## src/rtl/mt_fetch_sel.sv

```systemverilog
module mt_fetch_sel #(
  parameter int NTHREADS    = 4,
  parameter int PC_W        = 32,
  parameter int INSTR_BYTES = 4,
  parameter logic [PC_W-1:0] RESET_PC = '0,
  localparam int TID_W = (NTHREADS > 1) ? $clog2(NTHREADS) : 1
) (
  input  logic                clk,
  input  logic                rst_n,
  input  logic [NTHREADS-1:0] thr_ready,
  input  logic [NTHREADS-1:0] mem_issue,
  input  logic [NTHREADS-1:0] mem_done,
  input  logic                long_evt,
  input  logic                block_mode,
  input  logic                redir_valid,
  input  logic [TID_W-1:0]    redir_tid,
  input  logic [PC_W-1:0]     redir_pc,
  output logic                fetch_valid,
  output logic [TID_W-1:0]    fetch_tid,
  output logic [PC_W-1:0]     fetch_pc
);

  logic [PC_W-1:0]     pc_q [NTHREADS];
  logic [NTHREADS-1:0] pend_q;
  logic [TID_W-1:0]    last_q;
  logic                sw_q;
  logic [NTHREADS-1:0] elig;
  logic [TID_W-1:0]    rr_tid;
  logic                rr_hit;
  logic                hold;

  assign elig = thr_ready & ~pend_q;
  assign hold = block_mode && !sw_q && elig[last_q];

  always_comb begin
    rr_tid = last_q;
    rr_hit = 1'b0;
    for (int k = 1; k <= NTHREADS; k++) begin
      if (!rr_hit && elig[(int'(last_q) + k) % NTHREADS]) begin
        rr_hit = 1'b1;
        rr_tid = TID_W'((int'(last_q) + k) % NTHREADS);
      end
    end
  end

  assign fetch_valid = |elig;
  assign fetch_tid   = hold ? last_q : rr_tid;
  assign fetch_pc    = pc_q[fetch_tid];

  always_ff @(posedge clk) begin
    if (!rst_n) begin
      pend_q <= '0;
      last_q <= TID_W'(NTHREADS - 1);
      sw_q   <= 1'b0;
    end else begin
      pend_q <= (pend_q & ~mem_done) | mem_issue;
      sw_q   <= long_evt | (sw_q & ~fetch_valid);
      if (fetch_valid) last_q <= fetch_tid;
    end
  end

  for (genvar t = 0; t < NTHREADS; t++) begin : g_pc
    always_ff @(posedge clk) begin
      if (!rst_n)
        pc_q[t] <= RESET_PC;
      else if (redir_valid && redir_tid == TID_W'(t))
        pc_q[t] <= redir_pc;
      else if (fetch_valid && fetch_tid == TID_W'(t))
        pc_q[t] <= pc_q[t] + PC_W'(INSTR_BYTES);
    end
  end

endmodule

```

## config.mk

```make
export PLATFORM = sky130hd
export DESIGN_NAME = mt_fetch_sel
export DESIGN_NICKNAME = d
export VERILOG_FILES = /design/src/rtl/mt_fetch_sel.sv
export SDC_FILE = /design/constraint.sdc
export NUM_CORES = 1
export LEC_CHECK = 0
export BUFFER_PORTS_ARGS = -buffer_cell sky130_fd_sc_hd__buf_2
export CAP_MARGIN = 30
export CELL_PAD_IN_SITES_DETAIL_PLACEMENT = 1
export CELL_PAD_IN_SITES_GLOBAL_PLACEMENT = 2
export CORE_ASPECT_RATIO = 1.1
export CORE_MARGIN = 1
export CORE_UTILIZATION = 35
export CTS_BUF_LIST = sky130_fd_sc_hd__clkbuf_16
export DETAILED_ROUTE_END_ITERATION = 7
export PLACE_DENSITY_LB_ADDON = 0.3
export SLEW_MARGIN = 0
export SYNTH_ARGS = -nofsm -noshare
export SYNTH_HDL_FRONTEND = slang
export SYNTH_SLANG_ARGS = --single-unit
```

## constraint.sdc

```tcl
create_clock -name clk -period 2.5 [get_ports clk]
set_input_delay 0.25 -clock clk [delete_from_list [all_inputs] [get_ports clk]]
set_output_delay 0.25 -clock clk [all_outputs]
set_load 0.02 [all_outputs]
```

# After elaboration in Yosys (flattened, before gate mapping)
# Memories as Yosys holds them, arrays and structs flattened.
# Index checks and enable logic that the tools add are counted.
# word_totals
word_cells	126
in_bits	51
reg_bits	7
mem_bits_rw	128
memories	1
# classes
addsub	8
n_bitwise	20
magnitude_cmp	5
muxes	59
n_eq_ne	6
reduce_logical	24
# mem_list
memory	depth	word_bits	rd	rd_clocked_by_memory_dff	write_ports	line_no	source
pc_q	4	32	5	0	4	23	logic [PC_W-1:0] pc_q [NTHREADS];
# op_table
cell	count
2-to-1 mux 32 bit	8
adder 32 x 3 -> 32 bit, second input constant	4
2-to-1 mux 1 bit	41
< comparator 3 x 4 -> 1 bit, second input constant	4
logical AND 1 bit	13
binary-select mux 1 bit (select 2 bit)	5
2-to-1 mux 2 bit	5
OR 1 bit	9
AND 4 bit	2
equality test 2 bit, second input constant	4
NOT 4 bit	2
OR reduction 2 bit	4
adder 2 x 1 -> 2 bit, second input constant	2
adder 2 bit, second input constant	2
AND 1 bit, first input constant	4
equality test 2 x 1 -> 1 bit, second input constant	2
zero test 1 bit	4
zero test 2 bit	2
OR 4 bit	1
OR reduction 4 bit	1
< comparator 2 x 3 -> 1 bit, second input constant	1
AND 1 bit	1
NOT 1 bit	1

# Depth between registers and ports, before layout
# depth
word_depth	24
ltp_mapped	10
mapped_depth_nobuf	7

# Worst setup path after synthesis
# OpenSTA, ideal clock, no wires.
# synth_timing
path_type	register -> register
startpoint	register sw_q
endpoint	memory pc_q[3][10], enable pin
period_less_slack_ns	2.721
arrival_ns	2.345
setup_ns	0.375
n_path_buf	2
path_slack_ns	-0.221
stages_incl_launch_ff	10
cell_sequence	dfxtp_1 -> and2b_1 -> o21ai_0 -> o22a_1 -> o32a_1 -> or2_1 -> buf_2 -> inv_4 -> buf_6 -> a31o_2
# synth_lines
item	line_no	source
start, declared	26	logic sw_q;
start signal, assigned	57	sw_q <= long_evt | (sw_q & ~fetch_valid);
end, declared	23	

# Final worst setup path
# layout_timing
startpoint	register sw_q
endpoint	output port fetch_pc[27]
# layout_via
elab_chain_len	5
# layout_lines
item	line_no	source
zero test 1 bit	33	assign hold = block_mode && !sw_q && elig[last_q];
logical AND 1 bit (2 in a row)	33	
2-to-1 mux 2 bit	47	assign fetch_tid = hold ? last_q : rr_tid;
memory read (4 x 32 bit)	-	
end, declared	20	output logic [PC_W-1:0] fetch_pc
# No other way between the ends.

==> run summary <==
Status - complete, but fails checks
Failing checks - negative setup slack
Worst path slowest cell - mux4_2
Sequential-to-total area share from yosys stat - 43.75%
Cts hold-fix bufs - 0
CP Capture Type - output port
CTS Root Cell - clkbuf_16
Power Density - 869.0 nW/um2
Initial antenna violation count - 0
Congestion Overflow GR - 0
Die W - 155.8 um
Num CTS Buffers - 17
Crit path from - sw_q
Critical path startpoint category - flop
Critical path, cell by cell - and2b_2, buf_6, a41oi_4, o21ai_2, a211o_1, nand2_4, clkinv_8, buf_16, mux4_2, buf_2
Initial Util - 35.83%
Most frequent cells in the layout - nand2_1, edfxtp_1, xor2_1
Ys flop type - edfxtp_1
Detail Route Antenna Nets - 0
Via Count - 7992
Commonest non-fill, non-tap cell in the layout - nand2_1
Clock Path Buffers - 2
Met1 usage - 31.75%
Setup CP Type - reg -> out
Worst hold path class - in -> reg
Layout cells sized above 1 - 32.85%
Syn Nets - 924
Starting DRT DRC Count - 549
Vias in the first global route - 8136
Slew @ Worst Pin - 0.6672 ns
TritonCTS clock tree - built
Port bufs - 85
Endpoints failing hold - 0
Diodes inserted - 0
Fill count - 2745
Mapped Area - 9106 um2
CP endpoint - fetch_pc[27]
Worst-path clk slew - 0.06 ns
Pleak - 0.004350 uW
Syn. warnings - 0
Synth Instances - 869
Max FO, Critical Path - 16
Fmax - 0.3279 GHz
Multi-input gate area - 5361 um2
FF-to-FF End - pc_q[2][24]
Finished Layout Cells - 1390
Yosys reg bits - 135
Crit path time final - 3.050 ns
Slew headroom - 55.52%
Count of final setup violators - 183
# IOs - 86
Drt first pass iters - 5
Hold WS - 0.02465 ns
Area Overhead vs Synth - 33.40%
Num rows - 61
Synth Area per Inst - 10.48 um2
Post-synth EDFFs - 128
Unrepaired setup endpoints after global routing - true
Synth unique cells - 59
Critical Path Max Stage Delay - 0.45 ns
DP Cell Count - 1331
FFs w/ async S/R, synth - 0%
Largest net degree at the start of global routing - 33
Peak supply drop - 0.4515 mV
Max Cap Violations - 0
Met2 Use GR - 42.41%
CP bufs+invs - 4
Clock insertion delay at the later pin of the skew report - 0.44 ns
DR WL/cell - 24.67 um
Tcrit/Tclk final - 122.0%
Die Y - 171.2 um
Met3 Use GR - 3.401%
Cell family with the largest share of critical-path delay - compound AO/OA/AOI/OAI gates
Req. time, crit path - 2.25 ns
Vias per inst - 5.750
Final WL - 34.29 mm
Htree depth - 4
Core region area - 25420 um2
Layout Nets - 1086
Gr usage total - 24.75%
Final WS setup - -0.5498 ns
Worst r2r path cells - 11
Reg area - 3988 um2
Reg2reg start - sw_q
Crit. path cell count - 10
GRT busiest layer - met2
Routability Congestion - 0.8582
Slew Limit Fails - 0
Placed wire-length estimate - 22.08 mm
Worst EP arrival - 2.80 ns
CTS sink cnt - 135
Worst R2R Setup Slack - -0.26 ns
Skew final - 0.02027 ns
Total Die Area - 26670 um2
Residual DRC count - 0
Global-route wire length before repair - 48.91 mm
[worst min-delay path by stage]
| stage | cells past startpoint | from | slack, ns | endpoint |
|---|---|---|---|---|
| 2_1_floorplan | 1 | mem_issue[0] | 0.37 | pend_q[0] |
| 6_report | 2 | mem_issue[1] | 0.02 | pend_q[1] |
| 4_1_cts | 2 | mem_issue[1] | 0.02 | pend_q[1] |
| 5_1_grt | 2 | mem_issue[2] | 0.02 | pend_q[2] |
| 3_5_place_dp | 2 | mem_issue[1] | 0.47 | pend_q[1] |
| 3_3_place_gp | 2 | mem_issue[0] | 0.46 | pend_q[0] |
[stage by stage]
stage	utilization, %	worst slack, ns	power, uW	setup TNS [ns]	area (um2)
6_report	47.80	-0.5498	10560	-37.82	12150
5_1_grt	47.80	-0.6607	10940	-54.66	12150
2_1_floorplan	-	0.003018	5620	0	9141
3_3_place_gp	41.22	-0.07359	6928	-2.626	10480
3_5_place_dp	41.22	-0.09956	6979	-6.466	10480
4_1_cts	44.30	-0.5046	9729	-15.97	11260
[synth_stat cells (all sizes together) (3+ instances only)]
library cell / instances / area (um2)
nand2: 180 / 683.2
edfxtp: 128 / 3844
xor2: 80 / 700.7
o21ai: 65 / 325.3
nand3: 51 / 255.2
nor2: 33 / 123.9
mux4: 32 / 720.7
xnor2: 32 / 280.3
o31ai: 30 / 225.2
o41ai: 29 / 471.7
nand4: 28 / 175.2
clkbuf: 27 / 105.1
buf: 20 / 157.6
and3: 14 / 87.58
nor3: 14 / 75.07
and2: 11 / 68.82
and4: 10 / 87.58
inv: 10 / 42.54
nor2b: 9 / 58.81
a21oi: 8 / 43.79
dfxtp: 7 / 140.1
nor4: 7 / 56.30
o21a: 5 / 37.54
and2b: 4 / 33.78
ha: 4 / 50.05
a211o: 3 / 26.28
a31o: 3 / 26.28
nand2b: 3 / 18.77
[registers in the layout, summed over array words and instances, names as in the netlist]
| register | count |
|---|---|
| sw_q | 1 |
| last_q | 2 |
| pend_q | 4 |
| pc_q | 128 |
[repair_timing]
item,CTS,global route
pin swaps,4,20
resized for setup,28,94
setup buffers,5,9
hold endpoints to repair,0,0
gates cloned,3,11
endpoints found under the setup margin,134,182
[where the power goes]
part           leakage, uW  switching, uW  internal (uW)
combinational      0.00265           2440           2000
sequential         0.00143            541           3020
clock             0.000271           1080           1470
total              0.00435           4070           6490
[cell type report]
| type | count | share of cell area, % |
|---|---|---|
| well taps | 346 | 3.564 |
| flip-flops and latches | 135 | 32.83 |
| inverters | 10 | 0.4738 |
| clock inverters | 15 | 1.246 |
| repair buffers | 189 | 14.25 |
| multi-input cells | 678 | 44.13 |
| clock buffers | 17 | 3.502 |
[cells by family (layout without fill, tap and decap cells)]
group / Yosys count / count (layout) / share of synthesized area (%)
AO/OA/AOI/OAI: 156 / 157 / 13.93
XOR/XNOR: 112 / 112 / 10.77
adder cells (fa/ha/maj): 4 / 4 / 0.5496
buffers and inverters: 57 / 231 / 3.353
flip-flops: 135 / 135 / 43.75
multiplexers: 33 / 33 / 8.024
AND/OR/NAND/NOR: 372 / 372 / 19.62
[routing by layer]
layer / share of wire (%) / up-vias
met5: 0 / -
met4: 3.4 / 0
met3: 3.7 / 57
met2: 50 / 247
met1: 43 / 4094
li1: - / 3594
Power figures use the tool's default switching activity.
